[config.mk]
export PLATFORM = sky130hd
export DESIGN_NAME = rfsh_bin_sched
export DESIGN_NICKNAME = d
export VERILOG_FILES = /design/src/rtl/rfsh_pkg.sv /design/src/rtl/rfsh_class_table.sv /design/src/rtl/rfsh_round_ctrl.sv /design/src/rtl/rfsh_row_walker.sv /design/src/rtl/rfsh_bin_sched.sv
export SDC_FILE = /design/constraint.sdc
export NUM_CORES = 1
export LEC_CHECK = 0
export ABC_AREA = 1
export BUFFER_PORTS_ARGS = -buffer_cell sky130_fd_sc_hd__buf_4
export CELL_PAD_IN_SITES_DETAIL_PLACEMENT = 0
export CELL_PAD_IN_SITES_GLOBAL_PLACEMENT = 1
export CORE_UTILIZATION = 48
export DETAILED_ROUTE_END_ITERATION = 8
export GPL_ROUTABILITY_DRIVEN = 1
export PLACE_DENSITY_LB_ADDON = 0.1
export SLEW_MARGIN = 30
export SYNTH_ARGS = -nofsm -noshare
export SYNTH_HDL_FRONTEND = slang
export SYNTH_SLANG_ARGS = --single-unit
[constraint.sdc]
create_clock -name clk -period 2.95 [get_ports clk]
set_input_delay 0.295 -clock clk [delete_from_list [all_inputs] [get_ports clk]]
set_output_delay 0.295 -clock clk [all_outputs]
set_load 0.01 [all_outputs]
[src/rtl/rfsh_pkg.sv]
package rfsh_pkg;

  typedef enum logic [1:0] {
    CLS_FAST = 2'd0,
    CLS_MID  = 2'd1,
    CLS_SLOW = 2'd2,
    CLS_RSVD = 2'd3
  } ret_class_t;

  typedef enum logic [1:0] {
    WK_IDLE = 2'd0,
    WK_SCAN = 2'd1,
    WK_REQ  = 2'd2
  } walk_state_t;

  localparam int RND_W = 2;

  // True when a row of class cls needs refresh in round rnd.
  function automatic logic class_due(ret_class_t cls, logic [RND_W-1:0] rnd);
    case (cls)
      CLS_MID:  class_due = (rnd[0] == 1'b0);
      CLS_SLOW: class_due = (rnd == '0);
      default:  class_due = 1'b1;
    endcase
  endfunction

  // Next round number, wrapping modulo 4.
  function automatic logic [RND_W-1:0] rnd_next(logic [RND_W-1:0] rnd);
    rnd_next = rnd + 1'b1;
  endfunction

endpackage

[src/rtl/rfsh_class_table.sv]
module rfsh_class_table
  import rfsh_pkg::*;
#(
  parameter int ROWS  = 64,
  parameter int ROW_W = 6
) (
  input  logic             clk,
  input  logic             rst_n,
  input  logic             wr_en,
  input  logic [ROW_W-1:0] wr_row,
  input  ret_class_t       wr_cls,
  input  logic [ROW_W-1:0] rd_row,
  output ret_class_t       rd_cls
);

  ret_class_t ent [ROWS];

  always_ff @(posedge clk) begin
    for (int i = 0; i < ROWS; i++) begin
      if (!rst_n) begin
        ent[i] <= CLS_FAST;
      end else if (wr_en && (wr_row == ROW_W'(i))) begin
        ent[i] <= wr_cls;
      end
    end
  end

  assign rd_cls = ent[rd_row];

endmodule

[src/rtl/rfsh_round_ctrl.sv]
module rfsh_round_ctrl
  import rfsh_pkg::*;
(
  input  logic             clk,
  input  logic             rst_n,
  input  logic             tick,
  input  logic             busy,
  input  logic             done,
  output logic             start,
  output logic [RND_W-1:0] rnd,
  output logic             overrun
);

  logic pending;
  logic late_tick;

  assign late_tick = tick & busy;
  assign start     = ~busy & (tick | pending);

  always_ff @(posedge clk) begin
    if (!rst_n) begin
      rnd     <= '0;
      pending <= 1'b0;
      overrun <= 1'b0;
    end else begin
      if (done) rnd <= rnd_next(rnd);
      if (start) pending <= 1'b0;
      else if (late_tick) pending <= 1'b1;
      if (late_tick) overrun <= 1'b1;
    end
  end

endmodule

[src/rtl/rfsh_row_walker.sv]
module rfsh_row_walker
  import rfsh_pkg::*;
#(
  parameter int ROWS  = 64,
  parameter int ROW_W = 6
) (
  input  logic             clk,
  input  logic             rst_n,
  input  logic             start,
  input  logic             ack,
  input  logic [RND_W-1:0] rnd,
  input  ret_class_t       cur_cls,
  output logic [ROW_W-1:0] row,
  output logic             req,
  output logic             busy,
  output logic             done
);

  localparam logic [ROW_W-1:0] LAST_ROW = ROW_W'(ROWS - 1);

  walk_state_t st;
  logic        due;
  logic        last;

  assign due  = class_due(cur_cls, rnd);
  assign last = (row == LAST_ROW);
  assign req  = (st == WK_REQ);
  assign busy = (st != WK_IDLE);
  assign done = ((st == WK_SCAN) && last && !due) ||
                ((st == WK_REQ) && ack && last);

  always_ff @(posedge clk) begin
    if (!rst_n) begin
      st  <= WK_IDLE;
      row <= '0;
    end else begin
      case (st)
        WK_IDLE: begin
          if (start) begin
            st  <= WK_SCAN;
            row <= '0;
          end
        end
        WK_SCAN: begin
          if (due) st <= WK_REQ;
          else if (last) st <= WK_IDLE;
          else row <= row + 1'b1;
        end
        WK_REQ: begin
          if (ack) begin
            if (last) begin
              st <= WK_IDLE;
            end else begin
              st  <= WK_SCAN;
              row <= row + 1'b1;
            end
          end
        end
        default: st <= WK_IDLE;
      endcase
    end
  end

endmodule

[src/rtl/rfsh_bin_sched.sv]
module rfsh_bin_sched
  import rfsh_pkg::*;
#(
  parameter  int ROWS  = 64,
  localparam int ROW_W = (ROWS > 1) ? $clog2(ROWS) : 1
) (
  input  logic             clk,
  input  logic             rst_n,
  input  logic             cfg_we,
  input  logic [ROW_W-1:0] cfg_row,
  input  logic [1:0]       cfg_bin,
  input  logic             tick,
  output logic             req,
  output logic [ROW_W-1:0] req_row,
  input  logic             ack,
  output logic             busy,
  output logic             overrun
);

  // Internal events, named for the checker.
  logic             round_start;
  logic             round_done;
  logic [RND_W-1:0] round_num;
  logic [ROW_W-1:0] scan_row;
  ret_class_t       scan_cls;

  rfsh_class_table #(.ROWS(ROWS), .ROW_W(ROW_W)) u_table (
    .clk    (clk),
    .rst_n  (rst_n),
    .wr_en  (cfg_we),
    .wr_row (cfg_row),
    .wr_cls (ret_class_t'(cfg_bin)),
    .rd_row (scan_row),
    .rd_cls (scan_cls)
  );

  rfsh_round_ctrl u_round (
    .clk     (clk),
    .rst_n   (rst_n),
    .tick    (tick),
    .busy    (busy),
    .done    (round_done),
    .start   (round_start),
    .rnd     (round_num),
    .overrun (overrun)
  );

  rfsh_row_walker #(.ROWS(ROWS), .ROW_W(ROW_W)) u_walk (
    .clk     (clk),
    .rst_n   (rst_n),
    .start   (round_start),
    .ack     (ack),
    .rnd     (round_num),
    .cur_cls (scan_cls),
    .row     (scan_row),
    .req     (req),
    .busy    (busy),
    .done    (round_done)
  );

  assign req_row = scan_row;

endmodule

==> results of run 1 <==
==> cell usage after synthesis <==
| cell | count | share of area |
|---|---|---|
| nand2_1 | 269 | 0.13 |
| nand3_1 | 177 | 0.12 |
| nor2_1 | 166 | 0.082 |
| edfxtp_1 | 128 | 0.50 |
| inv_1 | 39 | 0.019 |
| buf_2 | 24 | 0.016 |
| clkbuf_1 | 22 | 0.011 |
| o21ai_0 | 21 | 0.014 |
| dfxtp_1 | 18 | 0.047 |
| a21oi_1 | 10 | 0.0066 |
| buf_4 | 10 | 0.0098 |
| ha_1 | 8 | 0.013 |
| buf_1 | 6 | 0.0030 |
| inv_2 | 5 | 0.0025 |
| nor2_2 | 3 | 0.0025 |
| nor3_1 | 3 | 0.0020 |
| nor3_2 | 2 | 0.0026 |
| nor3_4 | 2 | 0.0043 |
| o211ai_1 | 2 | 0.0020 |
| o21ai_1 | 2 | 0.0013 |
| o21bai_1 | 2 | 0.0020 |
| a211oi_1 | 1 | 0.00098 |
| a21oi_2 | 1 | 0.0011 |
| a22oi_1 | 1 | 0.00098 |
| a32oi_1 | 1 | 0.0011 |
| nand2_2 | 1 | 0.00082 |
| xnor2_1 | 1 | 0.0011 |
| xor2_1 | 1 | 0.0011 |
==> through the flow <==
step,setup WS [ns],hold slack (ns),power [W],instance area [um^2]
finish,0.284,0.122,0.00591,8640
global route,0.00345,0.171,0.00617,8640
CTS,0.130,0.110,0.00582,8550
detailed placement,0.165,0.471,0.00378,7990
global placement,0.203,0.460,0.00375,7990
floorplan,0.678,0.440,0.00338,7630
==> cell type report <==
| type | instances | share of cell area |
|---|---|---|
| Tap cell | 211 | 0.0305 |
| Inverter | 44 | 0.0200 |
| Clock inverter | 12 | 0.0135 |
| Timing Repair Buffer | 50 | 0.0547 |
| Clock buffer | 20 | 0.0505 |
| Sequential cell | 146 | 0.487 |
| Multi-Input combinational cell | 674 | 0.344 |
==> state kept, by name, indices dropped and copies added (netlist names), named ones only <==
signal,count
u_table.ent,128
u_walk.st,2
u_round.overrun,1
u_walk.row,6
u_round.rnd,2
u_round.pending,1
==> where the power goes <==
part	switching (W)	internal, W	total (W)
clock network	0.000818	0.00123	0.00205
logic	0.000924	0.000484	0.00141
registers	0.0000773	0.00238	0.00245
total	0.00182	0.00409	0.00591
==> final timing paths <==
kind | from | endpoint | slack, ns
hold / removal | tick | u_round.overrun | 0.12
hold reg to reg | u_round.overrun | u_round.overrun | 0.47
setup / recovery | flip-flop | flip-flop | 0.28
setup reg to reg | flip-flop | flip-flop | 0.28
==> worst register-to-register path: stages, from the launching register on <==
cell     delay [ns]
dfxtp_4        0.40
inv_8          0.14
buf_12         0.16
nand2_1        0.07
nand3_1        0.07
nand3_1        0.12
nand2_1        0.12
nand2_1        0.06
nand3_1        0.08
nand3_1        0.07
nand2_1        0.09
inv_1          0.05
ha_1           0.29
nor2_1         0.14
nand2_1        0.08
nand2_1        0.09
nand2_2        0.13
a22oi_1        0.31
nor2_1         0.08
==> per-layer routing <==
metal	wire (um)	track usage
met1	8730	0.346
met2	9710	0.430
met3	1580	0.0392
met4	301	0.0879
met5	0	0
==> kinds of logic after synthesis <==
family | after synthesis | synth area share
simple gates | 623 | 0.342
compound gates | 41 | 0.0299
xor+xnor | 2 | 0.00230
buf+inv | 106 | 0.0610
flops | 146 | 0.551
fa+ha+maj | 8 | 0.0131
==> timing repair <==
| item | CTS | global route |
|---|---|---|
| endpoints found under the hold margin | 0 | 0 |
| endpoints found under the setup margin | 0 | 13 |
| resized for setup | 0 | 8 |
==> results.py, run 1 <==
metrics = {
    "global_route": {
        "grt_max_degree": 83,
        "grtUsageTotal": 0.259,
        "grt_pass1_wl_mm": 31.7,
        "grt_pass1_vias": 6016,
        "grt_overflow": 0,
        "antenna_found_initial": 0,
    },
    "floorplan": {
        "fp.dieW_um": 128,
        "pin_count": 22,
        "start_util": 0.496,
        "core-area_um2": 15400,
        "die_h_um": 128,
        "num_rows": 45,
        "die_area_um2": 16400,
    },
    "setup_path": {
        "cpMostUsedCell": "nand2_1",
        "cp.arrival_ns": 2.96,
        "cp_num_cells": 18,
        "cpLargestDelayFamily": "simple AND/OR/NAND/NOR gates",
        "crit_path_end_kind": "flip-flop",
        "start_kind": "flip-flop",
        "crit_fanout": 14,
        "slowest_delay_ns": 0.40,
        "cp_num_buf_inv": 3,
        "reg2reg_depth": 18,
        "slowest_stage": "dfxtp_4",
        "cp.required_ns": 3.24,
        "critical_path_class": "flip-flop to flip-flop",
        "path_cells": "inv_8 > buf_12 > nand2_1 > nand3_1 > nand3_1 > nand2_1 > nand2_1 > nand3_1 > nand3_1 > nand2_1 > inv_1 > ha_1 > nor2_1 > nand2_1 > nand2_1 > nand2_2 > a22oi_1 > nor2_1",
    },
    "placed_design": {
        "place.gp.congestion": 0.808,
        "place_inst": 1122,
        "place_hpwl_mm": 13.2,
        "port_buffers": 21,
    },
    "finish": {
        "multi_input_area_um2": 2970,
        "final_common_cell": "nand2_1",
        "final_cell_mix": "269 x nand2_1, 177 x nand3_1, 166 x nor2_1, 128 x edfxtp_1, 42 x buf_4",
        "post_route_cells_drive_above_1_share": 0.0962,
        "diodes": 0,
        "layout.nets": 954,
        "utilization": 0.562,
        "fillCellCount": 1445,
        "syn_to_final_growth_pct": 13.4,
        "register_area_um2": 4210,
        "layout.cells.non_filler": 1157,
    },
    "sta": {
        "max_freq_ghz": 0.375,
        "setup_tns_ns": 0,
        "worst_pin_slew_ns": 0.859,
        "setup_viol_count_final": 0,
        "skew_ns": 0.00868,
        "relSlewSlack": 0.427,
        "hold_violations": 0,
        "rsz0062_at_grt": "no",
        "fin_crit_ns": 2.67,
        "final_max_slew_viol_count": 0,
        "fin_crit_sh": 0.904,
    },
    "synth": {
        "syn_area_um2": 7630,
        "synth-seq-area-share": 0.551,
        "ys_ff_latch": 146,
        "avgSynthCellArea_um2": 8.24,
        "ys.warnings.count": 0,
        "synth_fp_nets": 947,
        "netlist_instances": 926,
        "synthDistinctLibCells": 28,
    },
    "cts": {
        "cts_htree_levels": 4,
        "cts.hold.buffers_added": 0,
        "numCtsBuffers": 17,
        "cts_tree": "yes",
        "cts.sinks": 146,
        "clock-root-buffer": "clkbuf_16",
        "clock_tree.buffer_depth": 2,
        "path_clk_slew_ns": 0.06,
        "cts_setup_buffers": 0,
        "clkLatencyLatePin_ns": 0.42,
    },
    "hold_path": {
        "whs_path_depth": 3,
        "hp-class": "input pin to flip-flop",
    },
    "route": {
        "post_drt_wl_per_cell_um": 17.6,
        "viasPerCell": 5.57,
        "vias": 6448,
        "firstDrtPassIters": 5,
        "drc_errors": 0,
        "ant_nets": 0,
        "drt_iter0_markers": 646,
        "routed_wl_mm": 20.3,
    },
    "run": {
        "cap_violations": 0,
    },
    "pwr": {
        "ir_drop_uv": 439,
        "p_leak_nw": 3.36,
        "power_density_nw_per_um2": 684,
    },
    "status": {
        "outcome": "finished, final reports clean",
    },
}
No activity file was read; power rests on OpenSTA's default activity.
==> run 2, diff against run 1 <==
- ABC_AREA: 1 -> 0
- CORE_UTILIZATION: 48 -> 50
==> run 2 against run 1 <==
Net effect:
- the run now ends with negative setup slack left
- core utilization is 4.1 points higher
- critical path depth is 6 lower
- clock power is 5% lower
- die area is 11% lower
- sequential share of layout area is 1.8 points higher
- sequential cell count stayed put
- largest power group unchanged
==> results.py, run 2 <==
metrics = {
    "status": {
        "outcome": "finished with violations",
        "violations": "negative setup slack",
    },
    "sta": {
        "fin_crit_sh": 1.02,
        "hold_violations": 0,
        "final_max_slew_viol_count": 0,
        "fin_crit_ns": 3.01,
        "worst_pin_slew_ns": 0.655,
        "fin_ws_ns": -0.0639,
        "rsz0062_at_grt": "yes",
        "skew_ns": 0.00877,
        "setup_viol_count_final": 4,
        "max_freq_ghz": 0.332,
        "hold_ws_ns": 0.140,
        "setup_tns_ns": -0.0892,
        "relSlewSlack": 0.562,
    },
    "synth": {
        "synth.most_common_cell": "nor2_1",
        "synth_top_cell_area_share": 0.545,
        "synth_edf_count": 128,
        "netlist_instances": 622,
        "synth_top_area_cell": "edfxtp_1",
        "synth-seq-area-share": 0.596,
        "synthFlopType": "edfxtp_1",
        "synthDistinctLibCells": 45,
        "synth.area.top_cells": "edfxtp_1 54%, nor2_1 7.8%, o21ai_0 5.2%",
        "ys_ff_latch": 146,
        "avgSynthCellArea_um2": 11.3,
        "synthArstFlopShare": 0,
        "synth_fp_nets": 643,
        "syn_area_um2": 7060,
        "yosys-top-cells-count": "146 x nor2_1, 128 x edfxtp_1, 74 x o21ai_0",
        "ys.warnings.count": 0,
    },
    "finish": {
        "syn_to_final_growth_pct": 18.1,
        "diodes": 0,
        "fillCellCount": 1112,
        "final_common_cell": "nor2_1",
        "top_register": "u_table.ent",
        "post_route_cells_drive_above_1_share": 0.198,
        "multi_input_area_um2": 2730,
        "top_regs": "u_table.ent (128), u_walk.row (6)",
        "utilization": 0.603,
        "largest_reg_flops": 128,
        "layout.cells.non_filler": 851,
        "final_cell_mix": "145 x nor2_1, 128 x edfxtp_1, 70 x o21ai_0, 57 x buf_4, 34 x nand2_1",
        "layout.nets": 679,
        "register_area_um2": 4210,
    },
    "floorplan": {
        "core-area_um2": 13800,
        "die_h_um": 121,
        "start_util": 0.510,
        "pin_count": 22,
        "die_area_um2": 14600,
        "num_rows": 43,
        "fp.dieW_um": 121,
    },
    "route": {
        "viasPerCell": 5.89,
        "vias": 5015,
        "post_drt_wl_per_cell_um": 20.3,
        "met1Wirelength_mm": 7.27,
        "met3_length_um": 992,
        "routed_wl_mm": 17.3,
        "drc_errors": 0,
        "firstDrtPassIters": 5,
        "ant_nets": 0,
        "dr_wl_met2_mm": 8.77,
        "drt_iter0_markers": 477,
        "top_layer": "met4",
    },
    "setup_path": {
        "crit_path_end_kind": "flip-flop",
        "critical_path_class": "flip-flop to flip-flop",
        "cp.required_ns": 3.30,
        "start_kind": "flip-flop",
        "cp.arrival_ns": 3.37,
        "crit_fanout": 7,
    },
    "run": {
        "cap_violations": 0,
    },
    "cts": {
        "path_clk_slew_ns": 0.06,
        "clkLatencyLatePin_ns": 0.43,
        "cts.sinks": 146,
        "clock_tree.buffer_depth": 2,
        "cts_htree_levels": 4,
        "numCtsBuffers": 17,
        "cts.hold.buffers_added": 0,
        "clock-root-buffer": "clkbuf_16",
        "cts_tree": "yes",
    },
    "global_route": {
        "grt_overflow": 0,
        "grtUsageTotal": 0.255,
        "grt_max_degree": 49,
        "antenna_found_initial": 0,
        "grt_pass1_vias": 4869,
        "grt_pass1_wl_mm": 26.7,
    },
    "placed_design": {
        "place_hpwl_mm": 11.8,
        "place_inst": 809,
        "preCtsSetupSlack_ns": -0.180,
        "port_buffers": 21,
        "place.gp.congestion": 0.810,
    },
    "hold_path": {
        "hp-class": "input pin to flip-flop",
        "hp-start": "tick",
    },
    "pwr": {
        "ir_drop_uv": 400,
        "p_leak_nw": 2.68,
        "power_density_nw_per_um2": 652,
    },
}
-- run 2: changes by cell type in the layout (fill, tap and decap cells not counted), moves of 15 or more --
cell	before	now
mux2i_1	0	29
nand2_1	269	34
o21ai_0	21	70
nor2_1	166	145
nand3_1	177	30
buf_4	42	57
inv_1	39	7
-- run 2: area by class of cell --
cell class	count	area share
flip-flops and latches	146	0.505
clock inverters	12	0.0111
multi-input cells	420	0.328
well taps	180	0.0270
clock buffers	20	0.0524
inverters	7	0.00315
repair buffers	66	0.0737
-- run 2: worst paths after layout --
kind | end | slack [ns] | depth (start not counted)
worst max register to register | flip-flop | -0.06 | 12
worst min-delay path | u_round.overrun | 0.14 | 3
worst min register to register | u_round.overrun | 0.49 | 2
worst max-delay path | flip-flop | -0.06 | 12
-- run 2: per-layer routing --
layer  up-vias  global-route usage
li1       2337                   -
met1      2465               0.336
met2       192               0.432
met3        21              0.0406
met4         0              0.0864
met5         -                   0
-- run 2: cell families after synthesis --
logic type                 synth area share
buffers and inverters                0.0360
DFF                                   0.596
adders and majority gates            0.0142
and+or+nand+nor                       0.149
AOI/OAI and AO/OA                    0.0957
muxes                                 0.108
xor gates and xnor gates            0.00124
-- run 2: repair_timing --
item,in CTS,in global routing
endpoints found under the setup margin,14,16
gates resized for setup,20,23
buffers inserted,6,2
hold endpoints to repair,0,0
cloned,2,0
pin swaps,6,10
-- run 2: through the flow --
step / cell area [um^2] / power [W]
2_1_floorplan: 7060 / 0.00305
3_3_place_gp: 7530 / 0.00336
3_5_place_dp: 7530 / 0.00338
4_1_cts: 8240 / 0.00538
5_1_grt: 8340 / 0.00565
6_report: 8340 / 0.00544
-- run 2: power breakdown --
group	leakage [nW]	internal, W	switching, W
sequential	1.36	0.00237	0.0000770
combinational	1.06	0.000485	0.000568
clock	0.252	0.00114	0.000796
-- run 2: critical path, stage by stage (launching register included) --
cell and delay (ns):
dfxtp_4 0.45, buf_12 0.16, mux4_2 0.51, mux2i_2 0.23, nand3_1 0.13, o21ai_2 0.08, o41ai_1 0.10, ha_1 0.31
a211o_1 0.30, a21boi_4 0.23, buf_6 0.15, a41oi_2 0.13, nor2_1 0.15
==> run 3, diff against run 2 <==
- PLACE_DENSITY: not set -> 0.76
- PLACE_DENSITY_LB_ADDON: 0.1 -> not set
==> run 3 against run 2 <==
Net effect:
- the run still ends with negative setup slack left
- critical path type unchanged
- highest routed layer unchanged
- largest cell class unchanged
- core utilization fell by 0.47 points
- largest power group unchanged
- wire length shrank 2.9%
- clock skew is 0.0025 ns lower
- critical path depth grew 2
- clock power up 14%
==> results.py, run 3 (synthesized netlist as in run 2, its figures left out) <==
metrics = {
    "finish": {
        "post_route_cells_drive_above_1_share": 0.169,
        "register_area_um2": 4210,
        "syn_to_final_growth_pct": 17.2,
        "final_cell_mix": "146 x nor2_1, 128 x edfxtp_1, 69 x o21ai_0, 48 x buf_4, 33 x nand2_1",
        "finalInstanceArea_um2": 8270,
        "fillCellCount": 1117,
        "final_common_cell": "nor2_1",
        "largest_reg_flops": 128,
        "diodes": 0,
        "top_register": "u_table.ent",
        "top_regs": "u_table.ent (128), u_walk.row (6)",
        "multi_input_area_um2": 2680,
        "layout.nets": 670,
    },
    "cts": {
        "cts.sinks": 146,
        "clock_tree.buffer_depth": 2,
        "cts_htree_levels": 4,
        "clkLatencyLatePin_ns": 0.42,
        "path_clk_slew_ns": 0.06,
        "cts_tree": "yes",
        "clock-root-buffer": "clkbuf_16",
        "numCtsBuffers": 17,
    },
    "pwr": {
        "power_w": 0.00562,
        "ir_drop_uv": 406,
        "power_density_nw_per_um2": 679,
        "p_leak_nw": 2.65,
    },
    "sta": {
        "fin_crit_ns": 3.00,
        "skew_ns": 0.00629,
        "hold_violations": 0,
        "relSlewSlack": 0.469,
        "setup_viol_count_final": 5,
        "setup_tns_ns": -0.0923,
        "rsz0062_at_grt": "yes",
        "final_max_slew_viol_count": 0,
        "max_freq_ghz": 0.333,
        "worst_pin_slew_ns": 0.796,
        "fin_ws_ns": -0.0529,
        "fin_crit_sh": 1.02,
        "hold_ws_ns": 0.141,
    },
    "hold_path": {
        "hp-class": "input pin to flip-flop",
    },
    "setup_path": {
        "cp.arrival_ns": 3.36,
        "cp.required_ns": 3.30,
        "cpMostUsedCell": "a21boi_2",
        "critical_path_class": "flip-flop to flip-flop",
        "slowest_stage": "o41a_1",
        "start_kind": "flip-flop",
        "ff2ff_setup_slack_ns": -0.05,
        "slowest_delay_ns": 0.41,
        "crit_fanout": 6,
        "crit_path_end_kind": "flip-flop",
        "path_cells": "clkbuf_16 > buf_4 > mux4_2 > mux2i_1 > nand3_1 > o21ai_4 > o41a_1 > ha_1 > nor2b_1 > a211o_1 > a21boi_2 > buf_6 > nand4b_1 > a21boi_2",
    },
    "floorplan": {
        "fp.dieW_um": 121,
        "num_rows": 43,
        "die_h_um": 121,
        "pin_count": 22,
        "die_area_um2": 14600,
        "start_util": 0.510,
        "core-area_um2": 13800,
    },
    "route": {
        "routed_wl_mm": 16.8,
        "viasPerCell": 5.93,
        "drt_iter0_markers": 433,
        "vias": 4994,
        "firstDrtPassIters": 5,
        "post_drt_wl_per_cell_um": 20.0,
        "drc_errors": 0,
        "ant_nets": 0,
    },
    "global_route": {
        "antenna_found_initial": 0,
        "grt_pass1_vias": 4752,
        "grt_pass1_wl_mm": 25.8,
        "grt_max_degree": 87,
        "grtUsageTotal": 0.243,
        "grt_overflow": 0,
    },
    "placed_design": {
        "place_hpwl_mm": 11.3,
        "place.gp.congestion": 0.800,
        "place_area_um2": 7530,
        "port_buffers": 21,
        "preCtsSetupSlack_ns": -0.173,
    },
    "run": {
        "cap_violations": 0,
    },
    "status": {
        "violations": "negative setup slack",
        "outcome": "finished with violations",
    },
}
run 3: cell types whose count changed in the layout (fill, tap and decap cells not counted), moves of 4 or more:
cell | before | now
buf_4 | 57 | 48
o22ai_2 | 4 | 0
clkinv_2 | 4 | 0
o22ai_1 | 0 | 4
mux2i_2 | 2 | 7
run 3: worst max-delay path, delay by kind of cell (launching register included):
family | cells | cell delay, ns
DFF | 1 | 0.37
buffers and inverters | 3 | 0.44
AOI/OAI and AO/OA | 5 | 1.14
muxes | 2 | 0.37
and+or+nand+nor | 3 | 0.42
adders and majority gates | 1 | 0.18
run 3: area by class of cell:
class                   instances  share of cell area
multi-input cells             420               0.323
repair buffers                 57              0.0644
clock inverters                12              0.0198
flip-flops and latches        146               0.509
inverters                       7             0.00318
well taps                     180              0.0272
clock buffers                  20              0.0528
run 3: timing repair:
item                                    in CTS  in global routing
resized for setup                            7                 25
hold buffers                                 0                  0
endpoints found under the hold margin        0                  0
cloned                                       0                  2
pin swaps                                    3                 16
setup buffers                                1                  0
endpoints found under the setup margin       8                 16
run 3: metrics by stage:
stage / util / cells
after floorplan: - / 622
after CTS: 0.589 / 840
after detailed placement: 0.544 / 807
after global placement: 0.544 / 807
after global routing: 0.598 / 842
final: 0.598 / 842
run 3: final timing paths:
path,cells after the start,end,start
worst max-delay path,14,flip-flop,flip-flop
worst min-delay path,3,u_round.overrun,tick
worst max register to register,14,flip-flop,flip-flop
worst min register to register,2,u_round.rnd[1],u_round.rnd[1]
run 3: metal layers:
layer  vias to the layer above  track usage  routed length (um)
met4                         0       0.0895                 322
li1                       2327            -                   -
met5                         -            0                   0
met1                      2456        0.343                7170
met3                        23       0.0528                1270
met2                       188        0.371                8040
run 3: where the power goes:
group,switching [W],total (W),internal (W)
clock network,0.000809,0.00221,0.00140
registers,0.0000695,0.00244,0.00237
logic,0.000530,0.000967,0.000437
